`config.mk`:
```
export PLATFORM = sky130hd
export DESIGN_NAME = dual_gate_counter
export DESIGN_NICKNAME = d
export VERILOG_FILES = /design/src/rtl/dgc_pkg.sv /design/src/rtl/sync_bank.sv /design/src/rtl/fall_detect.sv /design/src/rtl/count_core.sv /design/src/rtl/snap_reg.sv /design/src/rtl/dual_gate_counter.sv
export SDC_FILE = /design/constraint.sdc
export NUM_CORES = 1
export LEC_CHECK = 0
export CAP_MARGIN = 30
export CORE_MARGIN = 10
export CORE_UTILIZATION = 30
export CTS_CLUSTER_DIAMETER = 30
export DETAILED_ROUTE_END_ITERATION = 8
export GPL_TIMING_DRIVEN = 0
export PLACE_DENSITY = 0.48
export SLEW_MARGIN = 20
export SYNTH_ARGS = -nofsm -noshare
export SYNTH_HDL_FRONTEND = slang
export SYNTH_SLANG_ARGS = --single-unit
```
`constraint.sdc`:
```
create_clock -name clk -period 3.94 [get_ports clk]
set_input_delay 0.591 -clock clk [delete_from_list [all_inputs] [get_ports clk]]
set_output_delay 0.591 -clock clk [all_outputs]
set_load 0.005 [all_outputs]
```
`src/rtl/dgc_pkg.sv`:
```
package dgc_pkg;
   // positions of the asynchronous pins inside the synchronizer bank
   localparam int unsigned PIN_A    = 0;
   localparam int unsigned PIN_B    = 1;
   localparam int unsigned PIN_T    = 2;
   localparam int unsigned PIN_CLR  = 3;
   localparam int unsigned PIN_LD   = 4;
   localparam int unsigned PIN_N    = 5;
   // edge-sensitive pins occupy the low indices
   localparam int unsigned EDGE_N   = 3;
   // reset levels: count pins idle low (no false edge), clear and load inactive high
   localparam logic [PIN_N-1:0] PIN_RST = 5'b11000;
endpackage

```
`src/rtl/sync_bank.sv`:
```
module sync_bank #(
   parameter int unsigned N      = 5,
   parameter int unsigned STAGES = 2,
   parameter logic [N-1:0] RST   = '0
) (
   input  logic         clk,
   input  logic         rst_n,
   input  logic [N-1:0] pin_i,
   output logic [N-1:0] lvl_o
);
   if (STAGES < 2) begin : g_bad_stages
      $error("sync_bank: STAGES must be at least 2");
   end
   if (N < 1) begin : g_bad_n
      $error("sync_bank: N must be at least 1");
   end

   for (genvar i = 0; i < N; i++) begin : g_pin
      logic [STAGES-1:0] chain;
      always_ff @(posedge clk or negedge rst_n) begin
         if (!rst_n) chain <= {STAGES{RST[i]}};
         else        chain <= {chain[STAGES-2:0], pin_i[i]};
      end
      assign lvl_o[i] = chain[STAGES-1];
   end
endmodule

```
`src/rtl/fall_detect.sv`:
```
module fall_detect #(
   parameter int unsigned N = 3
) (
   input  logic         clk,
   input  logic         rst_n,
   input  logic [N-1:0] lvl_i,
   output logic [N-1:0] fall_o
);
   if (N < 1) begin : g_bad_n
      $error("fall_detect: N must be at least 1");
   end

   logic [N-1:0] prev_q;

   always_ff @(posedge clk or negedge rst_n) begin
      if (!rst_n) prev_q <= '0;
      else        prev_q <= lvl_i;
   end

   assign fall_o = prev_q & ~lvl_i;
endmodule

```
`src/rtl/count_core.sv`:
```
module count_core #(
   parameter int unsigned W = 32
) (
   input  logic         clk,
   input  logic         rst_n,
   input  logic         clear_i,
   input  logic         step_lo_i,
   input  logic         test_req_i,
   output logic         test_ok_o,
   output logic [W-1:0] cnt_o,
   output logic [W-1:0] cnt_next_o
);
   localparam int unsigned LOW_W = W / 2;
   localparam int unsigned HI_W  = W - LOW_W;

   if (W < 4 || (W % 2) != 0) begin : g_bad_w
      $error("count_core: W must be even and at least 4");
   end

   logic [W-1:0]    cnt_q;
   logic [LOW_W:0]  lo_sum;
   logic [HI_W-1:0] hi_sum;

   // test step gated on the lowest upper-half bit before this cycle's update
   assign test_ok_o = test_req_i & ~cnt_q[LOW_W];

   always_comb begin
      lo_sum = {1'b0, cnt_q[LOW_W-1:0]} + {{LOW_W{1'b0}}, step_lo_i};
      hi_sum = cnt_q[W-1:LOW_W]
             + {{(HI_W-1){1'b0}}, lo_sum[LOW_W]}
             + {{(HI_W-1){1'b0}}, test_ok_o};
      if (clear_i) cnt_next_o = '0;
      else         cnt_next_o = {hi_sum, lo_sum[LOW_W-1:0]};
   end

   always_ff @(posedge clk or negedge rst_n) begin
      if (!rst_n) cnt_q <= '0;
      else        cnt_q <= cnt_next_o;
   end

   assign cnt_o = cnt_q;
endmodule

```
`src/rtl/snap_reg.sv`:
```
module snap_reg #(
   parameter int unsigned W = 32
) (
   input  logic         clk,
   input  logic         rst_n,
   input  logic         load_i,
   input  logic [W-1:0] d_i,
   output logic [W-1:0] q_o
);
   if (W < 1) begin : g_bad_w
      $error("snap_reg: W must be at least 1");
   end

   always_ff @(posedge clk or negedge rst_n) begin
      if (!rst_n)      q_o <= '0;
      else if (load_i) q_o <= d_i;
   end
endmodule

```
`src/rtl/dual_gate_counter.sv`:
```
module dual_gate_counter #(
   parameter int unsigned CNT_W       = 32,
   parameter int unsigned SYNC_STAGES = 2
) (
   input  logic             clk,
   input  logic             rst_n,
   input  logic             clr_n,
   input  logic             cnt_a,
   input  logic             cnt_b,
   input  logic             tst_cnt,
   input  logic             load_n,
   output logic [CNT_W-1:0] count_o,
   output logic [CNT_W-1:0] snap_o
);
   import dgc_pkg::*;

   if (CNT_W < 4 || (CNT_W % 2) != 0) begin : g_bad_w
      $error("dual_gate_counter: CNT_W must be even and at least 4");
   end

   logic [PIN_N-1:0]  pins, lvl;
   logic [EDGE_N-1:0] fall;
   logic              a_lvl, b_lvl, clr_lvl, load_lvl;
   logic              a_fall, b_fall, t_fall;
   logic              step_lo, test_ok;
   logic [CNT_W-1:0]  cnt_q, cnt_d, snap_q;

   always_comb begin
      pins          = '0;
      pins[PIN_A]   = cnt_a;
      pins[PIN_B]   = cnt_b;
      pins[PIN_T]   = tst_cnt;
      pins[PIN_CLR] = clr_n;
      pins[PIN_LD]  = load_n;
   end

   sync_bank #(
      .N(PIN_N), .STAGES(SYNC_STAGES), .RST(PIN_RST)
   ) u_sync (
      .clk(clk), .rst_n(rst_n), .pin_i(pins), .lvl_o(lvl)
   );

   fall_detect #(.N(EDGE_N)) u_edge (
      .clk(clk), .rst_n(rst_n), .lvl_i(lvl[EDGE_N-1:0]), .fall_o(fall)
   );

   assign a_lvl    = lvl[PIN_A];
   assign b_lvl    = lvl[PIN_B];
   assign clr_lvl  = lvl[PIN_CLR];
   assign load_lvl = lvl[PIN_LD];
   assign a_fall   = fall[PIN_A];
   assign b_fall   = fall[PIN_B];
   assign t_fall   = fall[PIN_T];

   // a high level on one input blocks the other; simultaneous falls give one step
   assign step_lo = (a_fall & ~b_lvl) | (b_fall & ~a_lvl);

   count_core #(.W(CNT_W)) u_core (
      .clk(clk), .rst_n(rst_n), .clear_i(~clr_lvl), .step_lo_i(step_lo),
      .test_req_i(t_fall), .test_ok_o(test_ok), .cnt_o(cnt_q), .cnt_next_o(cnt_d)
   );

   snap_reg #(.W(CNT_W)) u_snap (
      .clk(clk), .rst_n(rst_n), .load_i(~load_lvl), .d_i(cnt_d), .q_o(snap_q)
   );

   assign count_o = cnt_q;
   assign snap_o  = snap_q;
endmodule

```
# ---- Word-level counts from Yosys, hierarchy flattened
# Index checks and enable logic that the tools add are counted.
dict set report totals {
  rom_bits 0
  mem_bits_rw 0
  latch_bits 0
  output_inout_bits 64
  elab_cells 21
  register_bits 77
  memories 0
}
dict set report op_classes {
  n_shift 0
  bitwise_logic 9
  div 0
  n_mux 1
  magnitude_cmp 0
  n_addsub 3
  n_eq_ne 0
  n_reduce_logical 0
  mul 0
}
# op n
set ops {}
lappend ops {{$add 16x1->16} 2}
lappend ops {{$mux 32} 1}
lappend ops {{$add 16x1->17} 1}
lappend ops {{$and 1x1->1} 3}
lappend ops {{$and 3x3->3} 1}
lappend ops {{$not 1->1} 3}
lappend ops {{$not 3->3} 1}
lappend ops {{$or 1x1->1} 1}

# ---- Depth between registers and ports, before layout
dict set report logic_depth {
  depth_word 8
  ltp_mapped 13
}

# ---- Modules after synthesis
# A second synthesis with hierarchy kept.
dict set report unflattened {
  cells_unflattened 255
  area_unflattened_um2 3412.0
}
# mod seq_area_each_um2 cells_each area_each_um2 instances
set by_module_without_submodules {}
lappend by_module_without_submodules {count_core 800.8 161 1630.3 1}
lappend by_module_without_submodules {snap_reg 800.8 68 1345.0 1}
lappend by_module_without_submodules {sync_bank 255.2 15 292.8 1}
lappend by_module_without_submodules {fall_detect 75.1 6 116.4 1}
lappend by_module_without_submodules {dual_gate_counter 0.0 5 27.5 1}

# ---- Worst setup path after synthesis
# No wires, ideal clock.
dict set report synth_path {
  path_type {reg2reg}
  start {register u_sync.g_pin[0].chain[1]}
  end {register u_snap.q_o[30]}
  arrival_time_ns 2.785
  setup_time_ns 0.069
  synth_period_minus_slack_ns 2.854
  setup_slack_ns 1.086
  path_buffers 1
  path_stages_with_launch 13
  cell_sequence {dfrtp_1 > nor3_1 > ha_1 > ha_1 > nand2_1 > nor4b_1 > ha_1 > clkbuf_1 > ha_1 > nand3_1 > or2_4 > or4_1 > nand3_1}
}
dict set report synth_via {
  elab_chain_cells 8
  elab_cells_between_ends 10
  classes_between {add/sub: 3; mux: 1; bitwise: 6}
}
# element line_no
set synth_rtl {}
lappend synth_rtl {{start: declaration} sync_bank.sv:19} ;# logic [STAGES-1:0] chain;
lappend synth_rtl {{start signal: assignment} sync_bank.sv:21} ;# if (!rst_n) chain <= {STAGES{RST[i]}};
lappend synth_rtl {{start signal: assignment} sync_bank.sv:22} ;# else chain <= {chain[STAGES-2:0], pin_i[i]};
lappend synth_rtl {{$not 3->3} fall_detect.sv:20} ;# assign fall_o = prev_q & ~lvl_i;
lappend synth_rtl {{$and 3x3->3} fall_detect.sv:20}
lappend synth_rtl {{$and 1x1->1} dual_gate_counter.sv:56} ;# assign step_lo = (a_fall & ~b_lvl) | (b_fall & ~a_lvl);
lappend synth_rtl {{$or 1x1->1 *} dual_gate_counter.sv:56}
lappend synth_rtl {{$add 16x1->17 *} count_core.sv:28} ;# lo_sum = {1'b0, cnt_q[LOW_W-1:0]} + {{LOW_W{1'b0}}, step_lo_i};
lappend synth_rtl {{$add 16x1->16 *} count_core.sv:30} ;# + {{(HI_W-1){1'b0}}, lo_sum[LOW_W]}
lappend synth_rtl {{$add 16x1->16 *} count_core.sv:31} ;# + {{(HI_W-1){1'b0}}, test_ok_o};
lappend synth_rtl {{$mux 32 *} count_core.sv:32} ;# if (clear_i) cnt_next_o = '0;
lappend synth_rtl {{end signal: assignment} snap_reg.sv:16} ;# else if (load_i) q_o <= d_i;
lappend synth_rtl {{end: declaration} snap_reg.sv:8} ;# output logic [W-1:0] q_o
# Every way passes the cells marked *; elsewhere a longest branch is shown, timed or not.
# A chain may end at the register's enable or synchronous reset.

# ---- Final worst setup path
# Ends and elaborated chain as after synthesis.

==> out/results.ini <==
[cts]
cts_resized = 0
worstSkewPairLatency_ns = 0.35
htreeDepth = 3
numCtsBuffers = 9
post_cts_buffers = 0
clock_sink_count = 77
hold_buffers = 0
clk_path_buf_depth = 2
cts_root_buf = clkbuf_8
cts_tree = done
clk_pin_slew_ns = 0.08

[placement]
post-place-ws_ns = 0.388
io_buffers = 70
dp_hpwl_mm = 5.99
gp_congestion = 0.752
place_area_um2 = 3990

[routing]
wirelength_mm = 8.24
avgRoutedWirePerCell_um = 16.6
drc = 0
ant_nets = 0
viasPerCell = 4.62
num_vias = 2294
firstDrtPassIters = 4
initialDrtViolationCount = 134

[status]
outcome = finished clean

[synthesis]
seq_area_frac_synth_pct = 62.2
yosys-top-cells-count = dfrtp_1 (73), nand2_1 (29), nor2_1 (25)
ys_types = 35
postSynth.asyncResetShare_pct = 100
netlist_area_um2 = 3100
synth_edf_count = 0
syn-num-nets = 286
synth-seq-cells = 77
yosysMostFrequentCell = dfrtp_1
avgSynthCellArea_um2 = 11.3
netlist.top_cell.by_area = dfrtp_1
synth.top_cell.area_share_pct = 58.8
synthTopCellsByArea = dfrtp_1 (59%), xor2_1 (4.8%), nand2_1 (3.5%)
dominantRegCellSynth = dfrtp_1
syn_inst = 275
ys_warn_count = 0

[sta]
hold_ws_ns = 0.220
max_slew_margin_pct = 58.8
clock_skew_ns = 0.0104
slew_violations = 0
finalCritPeriodShare_pct = 88.7
fmax_mhz = 286
setup_viol = 0
worst_pin_slew_ns = 0.618
hold_viol_final = 0
layout_min_cycle_time_ns = 3.50
rsz0062_at_grt = false
setup_ws_ns = 0.444

[power]
p_seq_share_pct = 55.0
switching_share_pct = 22.1
ir_drop_uv = 145
power.density_nw_per_um2 = 351
pwr-share-comb_pct = 4.2
internal-power_mw = 1.14
pwr-share-clk_pct = 40.9
p_leak_nw = 1.79
power_switching_mw = 0.324

[floorplanning]
fp.dieW_um = 122
die_h_um = 122
ios = 71
initial_core_util_pct = 30.5
dieArea_um2 = 14800
core-area_um2 = 10200
row_count = 37

[layout]
final_layout_size_suffix_gt1_share_pct = 8.59
final_net_count = 368
synthToLayoutAreaGrowth_pct = 35.0
n_antenna_cell = 0
fin_area_um2 = 4190
fin_util_pct = 41.2

[job]
drv_cap = 0

[critical_path]
crit_path_max_fanout = 5
reg2regPathDepth = 12
crit_path_end_kind = flip-flop
cp.required_ns = 4.22
cp.arrival_ns = 3.78
start_kind = flip-flop
critical_path_class = reg -> reg

[global_route]
grt_pass1_wl_mm = 13.8
grt.overflow.total = 0
grt_max_degree = 42
grt_pass1_vias = 2518
antenna_found_initial = 0
grt_usage_pct = 11.9

[min_path]
hp-class = in -> async

==> routing by layer <==
layer / GRT usage [%] / routed length, um / vias up
met5: 0 / 0 / -
met4: 4.02 / 128 / 0
met3: 4.58 / 494 / 13
met2: 18.0 / 3770 / 45
met1: 15.2 / 3850 / 1126
li1: - / - / 1110
==> cell families after synthesis <==
logic type	count (synthesis)	share of synthesized area, %
compound gates	33	6.69
flops	77	62.2
xor+xnor	26	7.34
fa+ha+maj	4	1.61
buf+inv	18	2.30
simple gates	113	18.4
mux	4	1.45
==> through the flow <==
stage          power (mW)  setup TNS (ns)  instances
2_1_floorplan       0.842               0        275
3_3_place_gp        0.885          -41.49        481
3_5_place_dp        0.887               0        482
4_1_cts              1.49               0        497
5_1_grt              1.54               0        497
6_report             1.47               0        497
==> final timing paths <==
path                                                    start                                  to  slack [ns]
max in group asynchronous                               rst_n          u_snap.q_o[20]$_DFFE_PN0N_        3.13
min                                                     rst_n           u_snap.q_o[8]$_DFFE_PN0N_        0.22
min in group clk           u_sync.g_pin[2].chain[0]$_DFF_PN0_  u_sync.g_pin[2].chain[1]$_DFF_PN0_        0.35
min reg2reg                u_sync.g_pin[2].chain[0]$_DFF_PN0_  u_sync.g_pin[2].chain[1]$_DFF_PN0_        0.35
max reg2reg                u_sync.g_pin[0].chain[1]$_DFF_PN0_          u_snap.q_o[30]$_DFFE_PN0N_        0.44
max                        u_sync.g_pin[0].chain[1]$_DFF_PN0_          u_snap.q_o[30]$_DFFE_PN0N_        0.44
==> cell type report <==
type	instances	area [um2]
plain buffers	11	45.0
clock buffers	11	151
clock inverters	4	47.5
fillers	1051	5990
inverters	7	26.3
multi-input cells	180	1100
flip-flops and latches	77	1930
well taps	136	170
repair buffers	71	718
==> cell usage in the layout (no fill, tap or decap), types with 5 or more instances in the layout <==
master / count
a22o_1: 5
and2_1: 9
clkbuf_1: 7
clkbuf_8: 11
clkdlybuf4s50_1: 69
dfrtp_1: 73
inv_1: 7
nand2_1: 29
nand3_1: 13
nand4_1: 11
nor2_1: 25
nor3_1: 5
nor4_1: 6
o21ai_0: 17
o31ai_1: 6
xnor2_1: 9
xor2_1: 17
==> worst max-delay path, stage by stage (launching register included) <==
cell and delay, ns:
dfrtp_1 0.38, nor3_1 0.20, ha_1 0.28, ha_1 0.33, nand2_1 0.14, nor4b_1 0.41, ha_1 0.30, clkbuf_1 0.11
ha_1 0.25, nand3_1 0.16, or2_4 0.28, or4_1 0.50, nand3_1 0.09
==> power groups by stage <==
stage          logic, mW  registers (mW)  clock network [mW]
2_1_floorplan     0.0194           0.823                   0
3_3_place_gp      0.0617           0.823                   0
3_5_place_dp      0.0637           0.823                   0
4_1_cts           0.0638           0.808               0.621
5_1_grt           0.0699           0.809               0.660
6_report          0.0611           0.808               0.600
==> flip-flops by register name, summed over array words and instances (netlist names) <==
signal	flops
u_sync.g_pin.chain	10
u_core.cnt_o	32
u_snap.q_o	32
u_edge.prev_q	3
Power figures use the tool's default switching activity.
